`src/rtl/bf_pkg.sv`:
```
package bf_pkg;

  typedef enum logic [1:0] {
    ST_IDLE = 2'd0,
    ST_ARB  = 2'd1,
    ST_DATA = 2'd2
  } seq_state_e;

  typedef enum logic [1:0] {
    K_MEM  = 2'd0,
    K_IO   = 2'd1,
    K_CFG  = 2'd2,
    K_IACK = 2'd3
  } rd_kind_e;

  // command code driven for each request kind
  function automatic logic [3:0] read_cmd(input rd_kind_e k);
    case (k)
      K_MEM:   read_cmd = 4'b0110;
      K_IO:    read_cmd = 4'b0010;
      K_CFG:   read_cmd = 4'b1010;
      default: read_cmd = 4'b0000;
    endcase
  endfunction

endpackage

```
`src/rtl/bf_addr.sv`:
```
// Computes the word index, address and remaining phase count for the next launch.
module bf_addr #(
  parameter int AW         = 32,
  parameter int LINE_WORDS = 8,
  localparam int WIDX      = $clog2(LINE_WORDS),
  localparam int PW        = WIDX + 1
) (
  input  logic [AW-1:0]   base_addr,
  input  logic            burst_eff,
  input  logic [PW-1:0]   done,
  output logic [WIDX-1:0] cur_word,
  output logic [PW-1:0]   line_total,
  output logic [PW-1:0]   remaining,
  output logic [AW-1:0]   phase_addr
);

  logic [WIDX-1:0] start_word;

  always_comb begin
    start_word = base_addr[WIDX+1:2];
    // two-phase reads begin on an even word
    if (!burst_eff) start_word[0] = 1'b0;
    cur_word   = start_word + done[WIDX-1:0];
    line_total = burst_eff ? PW'(LINE_WORDS) : PW'(2);
    remaining  = line_total - done;
    phase_addr = base_addr;
    phase_addr[WIDX+1:2] = cur_word;
    // wrap mode when a burst begins away from word zero
    phase_addr[1:0] = (burst_eff && (cur_word != '0)) ? 2'b10 : 2'b00;
  end

endmodule

```
`src/rtl/bf_buffer.sv`:
```
// Line buffer: one slot per word with its own valid bit.
module bf_buffer #(
  parameter int DW         = 32,
  parameter int LINE_WORDS = 8,
  localparam int WIDX      = $clog2(LINE_WORDS)
) (
  input  logic                     clk,
  input  logic                     rst_n,
  input  logic                     clr,
  input  logic                     wr_en,
  input  logic [WIDX-1:0]          wr_idx,
  input  logic [DW-1:0]            wr_data,
  output logic [LINE_WORDS-1:0]    valid,
  output logic [DW*LINE_WORDS-1:0] data
);

  for (genvar g = 0; g < LINE_WORDS; g++) begin : g_slot
    logic          hit;
    logic          v_q;
    logic [DW-1:0] d_q;

    assign hit = wr_en && (wr_idx == WIDX'(g));

    always_ff @(posedge clk or negedge rst_n) begin
      if (!rst_n) begin
        v_q <= 1'b0;
        d_q <= '0;
      end else begin
        if (clr)      v_q <= 1'b0;
        else if (hit) v_q <= 1'b1;
        if (hit)      d_q <= wr_data;
      end
    end

    assign valid[g]            = v_q;
    assign data[g*DW +: DW]    = d_q;
  end

endmodule

```
`src/rtl/bf_seq.sv`:
```
// Request sequencer: arbitration wait, launch, phase counting, disconnect and retry.
module bf_seq
  import bf_pkg::*;
#(
  parameter int AW         = 32,
  parameter int LINE_WORDS = 8,
  localparam int WIDX      = $clog2(LINE_WORDS),
  localparam int PW        = WIDX + 1
) (
  input  logic          clk,
  input  logic          rst_n,
  input  logic          req_valid,
  input  logic [AW-1:0] req_addr,
  input  logic [1:0]    req_kind,
  input  logic          req_burst,
  input  logic          bus_gnt,
  input  logic          inb_local_req,
  input  logic          dph_valid,
  input  logic          dph_disc,
  input  logic [PW-1:0] line_total,
  input  logic [PW-1:0] remaining,
  input  logic [AW-1:0] phase_addr,
  output logic [AW-1:0] base_addr,
  output logic          burst_eff,
  output logic [PW-1:0] done,
  output logic          bus_req,
  output logic          req_ack,
  output logic          req_retry,
  output logic          txn_start,
  output logic [AW-1:0] txn_addr,
  output logic [3:0]    txn_cmd,
  output logic [PW-1:0] txn_phases,
  output logic          buf_clr,
  output logic          buf_wr
);

  seq_state_e    state_q, state_d;
  logic [AW-1:0] base_q;
  rd_kind_e      kind_q;
  logic          burst_q;
  logic [PW-1:0] done_q, done_d;
  logic          retried_q, retried_d;
  logic          ack_q, retry_q, start_q;
  logic [AW-1:0] taddr_q;
  logic [3:0]    tcmd_q;
  logic [PW-1:0] tph_q;

  logic accept, retry_fire, grant_take, beat, last;

  always_comb begin
    accept     = (state_q == ST_IDLE) && req_valid;
    // inbound access outranks a grant; once per wait
    retry_fire = (state_q == ST_ARB) && inb_local_req && !retried_q;
    grant_take = (state_q == ST_ARB) && bus_gnt && !retry_fire;
    beat       = (state_q == ST_DATA) && dph_valid;
    last       = beat && ((done_q + PW'(1)) == line_total);
  end

  always_comb begin
    state_d   = state_q;
    done_d    = done_q;
    retried_d = retried_q;
    case (state_q)
      ST_IDLE: begin
        if (accept) begin
          state_d   = ST_ARB;
          done_d    = '0;
          retried_d = 1'b0;
        end
      end
      ST_ARB: begin
        if (retry_fire) begin
          done_d    = '0;
          retried_d = 1'b1;
        end else if (bus_gnt) begin
          state_d = ST_DATA;
        end
      end
      ST_DATA: begin
        if (beat) done_d = done_q + PW'(1);
        if (last) begin
          state_d = ST_IDLE;
        end else if (dph_disc) begin
          state_d   = ST_ARB;
          retried_d = 1'b0;
        end
      end
      default: state_d = ST_IDLE;
    endcase
  end

  always_ff @(posedge clk or negedge rst_n) begin
    if (!rst_n) begin
      state_q   <= ST_IDLE;
      done_q    <= '0;
      retried_q <= 1'b0;
      ack_q     <= 1'b0;
      retry_q   <= 1'b0;
      start_q   <= 1'b0;
    end else begin
      state_q   <= state_d;
      done_q    <= done_d;
      retried_q <= retried_d;
      ack_q     <= last;
      retry_q   <= retry_fire;
      start_q   <= grant_take;
    end
  end

  always_ff @(posedge clk or negedge rst_n) begin
    if (!rst_n) begin
      base_q  <= '0;
      kind_q  <= K_MEM;
      burst_q <= 1'b0;
    end else if (accept) begin
      base_q  <= req_addr;
      kind_q  <= rd_kind_e'(req_kind);
      burst_q <= req_burst && (rd_kind_e'(req_kind) == K_MEM);
    end
  end

  always_ff @(posedge clk or negedge rst_n) begin
    if (!rst_n) begin
      taddr_q <= '0;
      tcmd_q  <= '0;
      tph_q   <= '0;
    end else if (grant_take) begin
      taddr_q <= phase_addr;
      tcmd_q  <= read_cmd(kind_q);
      tph_q   <= remaining;
    end
  end

  assign base_addr  = base_q;
  assign burst_eff  = burst_q;
  assign done       = done_q;
  assign bus_req    = (state_q == ST_ARB);
  assign req_ack    = ack_q;
  assign req_retry  = retry_q;
  assign txn_start  = start_q;
  assign txn_addr   = taddr_q;
  assign txn_cmd    = tcmd_q;
  assign txn_phases = tph_q;
  assign buf_clr    = accept || retry_fire;
  assign buf_wr     = beat;

endmodule

```
`src/rtl/bridge_rdbuf.sv`:
```
module bridge_rdbuf #(
  parameter int AW         = 32,
  parameter int DW         = 32,
  parameter int LINE_WORDS = 8,
  localparam int WIDX      = $clog2(LINE_WORDS),
  localparam int PW        = WIDX + 1
) (
  input  logic                     clk,
  input  logic                     rst_n,
  input  logic                     req_valid,
  input  logic [AW-1:0]            req_addr,
  input  logic [1:0]               req_kind,
  input  logic                     req_burst,
  output logic                     req_ack,
  output logic                     req_retry,
  output logic                     bus_req,
  input  logic                     bus_gnt,
  input  logic                     inb_local_req,
  output logic                     txn_start,
  output logic [AW-1:0]            txn_addr,
  output logic [3:0]               txn_cmd,
  output logic [PW-1:0]            txn_phases,
  input  logic                     dph_valid,
  input  logic [DW-1:0]            dph_data,
  input  logic                     dph_disc,
  output logic [LINE_WORDS-1:0]    buf_valid,
  output logic [DW*LINE_WORDS-1:0] buf_data
);

  logic [AW-1:0]   base_addr, phase_addr;
  logic            burst_eff, buf_clr, buf_wr;
  logic [PW-1:0]   done, line_total, remaining;
  logic [WIDX-1:0] cur_word;

  bf_seq #(.AW(AW), .LINE_WORDS(LINE_WORDS)) u_seq (
    .clk(clk), .rst_n(rst_n),
    .req_valid(req_valid), .req_addr(req_addr), .req_kind(req_kind), .req_burst(req_burst),
    .bus_gnt(bus_gnt), .inb_local_req(inb_local_req),
    .dph_valid(dph_valid), .dph_disc(dph_disc),
    .line_total(line_total), .remaining(remaining), .phase_addr(phase_addr),
    .base_addr(base_addr), .burst_eff(burst_eff), .done(done),
    .bus_req(bus_req), .req_ack(req_ack), .req_retry(req_retry),
    .txn_start(txn_start), .txn_addr(txn_addr), .txn_cmd(txn_cmd), .txn_phases(txn_phases),
    .buf_clr(buf_clr), .buf_wr(buf_wr)
  );

  bf_addr #(.AW(AW), .LINE_WORDS(LINE_WORDS)) u_addr (
    .base_addr(base_addr), .burst_eff(burst_eff), .done(done),
    .cur_word(cur_word), .line_total(line_total), .remaining(remaining),
    .phase_addr(phase_addr)
  );

  bf_buffer #(.DW(DW), .LINE_WORDS(LINE_WORDS)) u_buf (
    .clk(clk), .rst_n(rst_n), .clr(buf_clr), .wr_en(buf_wr),
    .wr_idx(cur_word), .wr_data(dph_data),
    .valid(buf_valid), .data(buf_data)
  );

endmodule

```
`config.mk`:
```
export PLATFORM = sky130hd
export DESIGN_NAME = bridge_rdbuf
export DESIGN_NICKNAME = d
export VERILOG_FILES = /design/src/rtl/bf_pkg.sv /design/src/rtl/bf_addr.sv /design/src/rtl/bf_buffer.sv /design/src/rtl/bf_seq.sv /design/src/rtl/bridge_rdbuf.sv
export SDC_FILE = /design/constraint.sdc
export NUM_CORES = 1
export LEC_CHECK = 0
export ABC_CLOCK_PERIOD_IN_PS = 2900
export BUFFER_PORTS_ARGS = -buffer_cell sky130_fd_sc_hd__buf_2
export CORE_ASPECT_RATIO = 0.75
export CORE_UTILIZATION = 40
export DETAILED_ROUTE_END_ITERATION = 12
export GPL_ROUTABILITY_DRIVEN = 0
export PLACE_DENSITY_LB_ADDON = 0.15
export SYNTH_ARGS = -nofsm -noshare
export SYNTH_HDL_FRONTEND = slang
export SYNTH_SLANG_ARGS = --single-unit
export TNS_END_PERCENT = 1
```
`constraint.sdc`:
```
create_clock -name clk -period 2.9 [get_ports clk]
set_input_delay 0.29 -clock clk [delete_from_list [all_inputs] [get_ports clk]]
set_output_delay 0.29 -clock clk [all_outputs]
set_load 0.005 [all_outputs]
```
# After elaboration in Yosys (flattened, before gate mapping)
# Cells that the tools add are included.
[op_classes]
n_addsub = 3
n_eq_ne = 20
muxes = 35
reduce_logical = 37
[op_table]
columns = ["operator", "count"]
rows = [
  ["$pmux 4 s3", 2],
  ["$mux 1", 21],
  ["$logic_and 1x1->1", 17],
  ["$mux 4", 4],
  ["$reduce_bool 2->1", 8],
  ["$eq 3x3->1 const B", 4],
  ["$mux 2", 6],
  ["$ne 2x1->1 const B", 4],
  ["$reduce_and 4->1", 2],
  ["$eq 3x2->1 const B", 2],
  ["$logic_not 2->1", 3],
  ["$ne 2x2->1 const B", 3],
  ["$pmux 2 s3", 1],
  ["$reduce_bool 3->1", 2],
  ["$reduce_and 5->1", 1],
  ["$add 4x1->4 const B", 1],
  ["$eq 2x1->1 const B", 2],
  ["$eq 2x2->1 const B", 2],
  ["$eq 4x4->1", 1],
  ["$sub 4x4->4", 1],
  ["$add 3x3->3", 1],
  ["$eq 3x1->1 const B", 1],
  ["$logic_not 3->1", 1],
  ["$ne 3x2->1 const B", 1],
  ["other kinds (3)", 4],
]
[totals]
reg_bits = 349
output_inout_bits = 308

# Depth between registers and ports, before layout
[logic_depth]
ltp_word = 6
depth_mapped = 8
depth_no_buf = 7

# By module
# A second synthesis with hierarchy kept.
[unflattened]
cells_unflattened = 854
area_unflattened_um2 = 13744.4
[by_module_without_submodules]
columns = ["module", "n_inst", "cells_each", "area_per_inst_um2", "seq_area_each_um2"]
rows = [
  ["bf_buffer", 1, 586, 9967.1, 6606.3],
  ["bf_seq", 1, 213, 3347.0, 2102.0],
  ["bf_addr", 1, 55, 430.4, 0.0],
]

# Least setup slack after synthesis
# Ideal clock, no wire load.
[synth_path]
kind = "register to register"
start = "register u_seq.burst_q (netlist: u_seq.burst_eff)"
end = "register u_buf.g_slot[4].d_q[10]"
t_arrival_ns = 2.481
t_required_ns = 2.775
path_slack_ns = 0.294
stages_incl_launch_ff = 9
n_path_buf = 1
cell_sequence = "dfrtp_1 -> and2_1 -> ha_1 -> fa_1 -> xnor2_4 -> xor2_4 -> nor4_4 -> buf_4 -> mux2_2"
[synth_between]
elab_chain_cells = 4
[synth_rtl]
columns = ["element", "line", "rtl"]
rows = [
  ["start, declared", "bf_seq.sv:40", "logic burst_q;"],
  ["start signal, assigned", "bf_seq.sv:118", "burst_q <= req_burst && (rd_kind_e'(req_kind) == K_MEM);"],
  ["$mux 1", "bf_addr.sv:22", "if (!burst_eff) start_word[0] = 1'b0;"],
  ["$add 3x3->3", "bf_addr.sv:23", "cur_word = start_word + done[WIDX-1:0];"],
  ["$eq 3x3->1", "bf_buffer.sv:22", "assign hit = wr_en && (wr_idx == WIDX'(g));"],
  ["$logic_and 1x1->1", "bf_buffer.sv:22", ""],
  ["end signal, assigned", "bf_buffer.sv:31", "if (hit) d_q <= wr_data;"],
  ["end, declared", "bf_buffer.sv:20", "logic [DW-1:0] d_q;"],
]
# Every way passes these cells.
# A chain may end at the register's enable or synchronous reset.

# Worst setup path in the final report
[layout_path]
start = "register u_seq.base_q[2] (netlist: u_seq.base_addr[2])"
end = "register u_buf.g_slot[4].d_q[14]"
[layout_between]
elab_chain_cells = 4
[layout_rtl]
columns = ["element", "line", "rtl"]
rows = [
  ["start, declared", "bf_seq.sv:38", "logic [AW-1:0] base_q;"],
  ["start signal, assigned", "bf_seq.sv:116", "base_q <= req_addr;"],
  ["$mux 1", "bf_addr.sv:22", ""],
  ["$add 3x3->3", "bf_addr.sv:23", ""],
  ["$eq 3x3->1", "bf_buffer.sv:22", ""],
  ["$logic_and 1x1->1", "bf_buffer.sv:22", ""],
]
# Every way passes these cells.

==> flow_metrics.env <==
export IMPL_clk_pin_slew_ns=0.06
export IMPL_synth_area_um2=13500
export IMPL_worstSetupEndpointType="register"
export IMPL_die_y_um=161
export IMPL_ys_seq_area_frac=0.639
export IMPL_num_rows=57
export IMPL_synth_async_reset_ratio=1.00
export IMPL_syn_to_final_growth_pct=28.4
export IMPL_power_density_nw_per_um2=1010
export IMPL_gr_usage_all_layers=0.199
export IMPL_ant_nets=0
export IMPL_cts_path_max_buffers=3
export IMPL_worst_path_buf_inv=2
export IMPL_pre_cts_ws_ns=0.113
export IMPL_chipWidth_um=214
export IMPL_netSwitchingFraction=0.292
export IMPL_die_area_um2=34500
export IMPL_yosysUniqueCellTypes=43
export IMPL_fillCellCount=2852
export IMPL_cts_root_buf="clkbuf_16"
export IMPL_grt_max_degree=80
export IMPL_hp_class="in2reg"
export IMPL_path_cells="and2_1 -> ha_1 -> fa_2 -> xnor2_4 -> xor2_4 -> nor4_4 -> buf_4 -> buf_12 -> mux2_2"
export IMPL_cts_buffers=36
export IMPL_slowest_delay_ns=0.38
export IMPL_p_total_w=0.0174
export IMPL_cts_sinks=345
export IMPL_p_int_w=0.0123
export IMPL_drv_cap=0
export IMPL_slowest_stage="fa_2"
export IMPL_post_dp_hpwl_um=22800
export IMPL_grt_pass1_wl_um=52800
export IMPL_cp_max_fo=22
export IMPL_finish_net_count=1319
export IMPL_final_setup_viol_count=0
export IMPL_vias=8272
export IMPL_p_leak_nw=9.30
export IMPL_via_per_inst=4.84
export IMPL_cts_tree="yes"
export IMPL_grt_pass1_vias=8542
export IMPL_avgSynthCellArea_um2=16.6
export IMPL_grt_overflow=0
export IMPL_arrival_ns=3.12
export IMPL_drv_slew=0
export IMPL_drive_gt1_frac=0.609
export IMPL_clk_latency_ns=0.52
export IMPL_coreArea_um2=32800
export IMPL_cts_htree_levels=2
export IMPL_synth_edff_count=0
export IMPL_synth_top_cell_area_share=0.639
export IMPL_wl_per_cell_um=19.7
export IMPL_drc=0
export IMPL_pwr_share_seq=0.443
export IMPL_worst_pin_slew_ns=0.753
export IMPL_mostFrequentLayoutCells="376 x buf_2, 345 x dfrtp_1, 270 x mux2_2"
export IMPL_p_sw_w=0.00510
export IMPL_max_freq_ghz=0.367
export IMPL_ys_ff_latch=345
export IMPL_postLayoutSetupSlackWorst_ns=0.173
export IMPL_min_period_over_period=0.940
export IMPL_critPathLaunch="u_seq.base_addr[2]"
export IMPL_max_slew_margin=0.498
export IMPL_wirelength_um=33700
export IMPL_power_frac_comb=0.305
export IMPL_yosysTopAreaCell="dfrtp_1"
export IMPL_initial_utilization=0.412
export IMPL_setup_worst_path_class="reg2reg"
export IMPL_synth_top_flop_cell="dfrtp_1"
export IMPL_layout_commonest_cell="buf_2"
export IMPL_cp_required_ns=3.29
export IMPL_clockPowerShare=0.252
export IMPL_antenna_found_initial=1
export IMPL_r2r_start="u_seq.base_addr[2]"
export IMPL_rsz0062_at_grt="false"
export IMPL_io_pins=382
export IMPL_yosys_top_cells_area="dfrtp_1 64%, mux2_2 22%, mux2_4 3.2%"
export IMPL_io_buffer_count=377
export IMPL_critical_path_top_delay_family="adder cells"
export IMPL_yosysWarningCount=0
export IMPL_finalHoldViolations=0
export IMPL_drtIter0Drc=388
export IMPL_cp_start_kind="register"
export IMPL_skew_ns=0.0148
export IMPL_hp_start="req_addr[3]"
export IMPL_status="complete, no violations"
export IMPL_vdd_ir_drop_max_uv=545
export IMPL_fin_crit_ns=2.73
export IMPL_dr_pass1_iters=4
export IMPL_netlist_instances=814
export IMPL_setup_tns_ns=0
power groups by stage:
stage / Combinational [W] / Sequential (W) / Clock, W
after floorplan: 0.00260 / 0.00786 / 0
after global placement: 0.00531 / 0.00772 / 0
after detailed placement: 0.00537 / 0.00780 / 0
after CTS: 0.00541 / 0.00774 / 0.00454
after global routing: 0.00578 / 0.00800 / 0.00476
final: 0.00532 / 0.00772 / 0.00440
layout make-up:
type | count | area, um2 | share of cell area
clock inverter | 6 | 35.0 | 0.00202
clock buffer | 57 | 1090 | 0.0629
antenna | 1 | 2.50 | 0.000144
timing repair buffer | 435 | 2520 | 0.145
multi-input combinational | 412 | 4480 | 0.258
tap | 442 | 553 | 0.0319
sequential | 345 | 8630 | 0.497
inverter | 10 | 37.5 | 0.00216
metrics by stage:
stage | cell area, um2 | std cells | utilization | hold slack [ns]
after floorplan | 13500 | 815 | - | -0.00559
after global placement | 15900 | 1612 | 0.485 | 0.302
after detailed placement | 15900 | 1612 | 0.485 | 0.300
after CTS | 17300 | 1705 | 0.528 | 0.000628
after global routing | 17400 | 1708 | 0.529 | 0.0117
final | 17400 | 1708 | 0.529 | 0.0324
state kept, by name (all words and copies together) (netlist names):
register,count
u_buf.g_slot.d_q,256
u_seq.txn_addr,31
u_seq.base_addr,30
u_buf.g_slot.v_q,8
u_seq.done,4
u_seq.txn_phases,4
u_seq.txn_cmd,3
u_seq.kind_q,2
u_seq.state_q,2
u_seq.burst_eff,1
u_seq.req_ack,1
u_seq.req_retry,1
u_seq.retried_q,1
u_seq.txn_start,1
cell usage after synthesis (2+ instances only):
master / instances
nand3_1: 2
xnor2_1: 2
xnor2_4: 2
buf_6: 18
mux2i_1: 2
and2_1: 2
nand2_1: 15
a21oi_1: 2
nor4_4: 2
dfrtp_1: 345
xor2_1: 2
mux2_1: 19
ha_1: 3
inv_1: 10
nand2b_1: 6
a21boi_0: 4
o31ai_1: 4
fa_1: 2
buf_2: 15
buf_4: 14
nor3_4: 2
mux2_4: 29
nand4_4: 2
a21o_1: 3
o21ai_0: 11
nor2_1: 5
o21a_1: 4
nor2b_1: 3
mux2_2: 270
per-layer routing:
metal / vias to the layer above / share of wire / track usage
li1: 3711 / - / -
met1: 4289 / 0.46 / 0.278
met2: 223 / 0.45 / 0.302
met3: 49 / 0.063 / 0.0565
met4: 0 / 0.021 / 0.0562
met5: - / 0 / 0
path summary, 6_finish.rpt:
path	to	slack [ns]	cells past startpoint
worst max-delay path	u_buf.g_slot[4].d_q[14]	0.17	9
worst min-delay path	u_seq.base_addr[3]	0.03	2
worst max register to register	u_buf.g_slot[4].d_q[14]	0.17	9
worst min register to register	u_seq.txn_cmd[2]	0.48	2
max in group asynchronous	u_seq.base_addr[11]	1.67	4
min in group asynchronous	u_seq.txn_addr[22]	0.35	2
logic make-up (layout without fill, tap and decap cells):
group                    Yosys count  in the layout  synth area share
flip-flops                       345            345             0.639
multiplexers                     320            320             0.274
buffers and inverters             58            508            0.0314
AND/OR/NAND/NOR                   47             47            0.0262
AO/OA/AOI/OAI                     31             31            0.0148
XOR/XNOR                           7              7           0.00870
adder cells (fa/ha/maj)            5              5           0.00574
other                              1              3          0.000277
timing repair:
| item | CTS | global route |
|---|---|---|
| setup buffers | 0 | 2 |
| hold buffers | 30 | 0 |
| gates resized for setup | 0 | 2 |
| hold endpoints to repair | 92 | 0 |
| setup endpoints to repair | 0 | 4 |
Power figures use the tool's default switching activity.
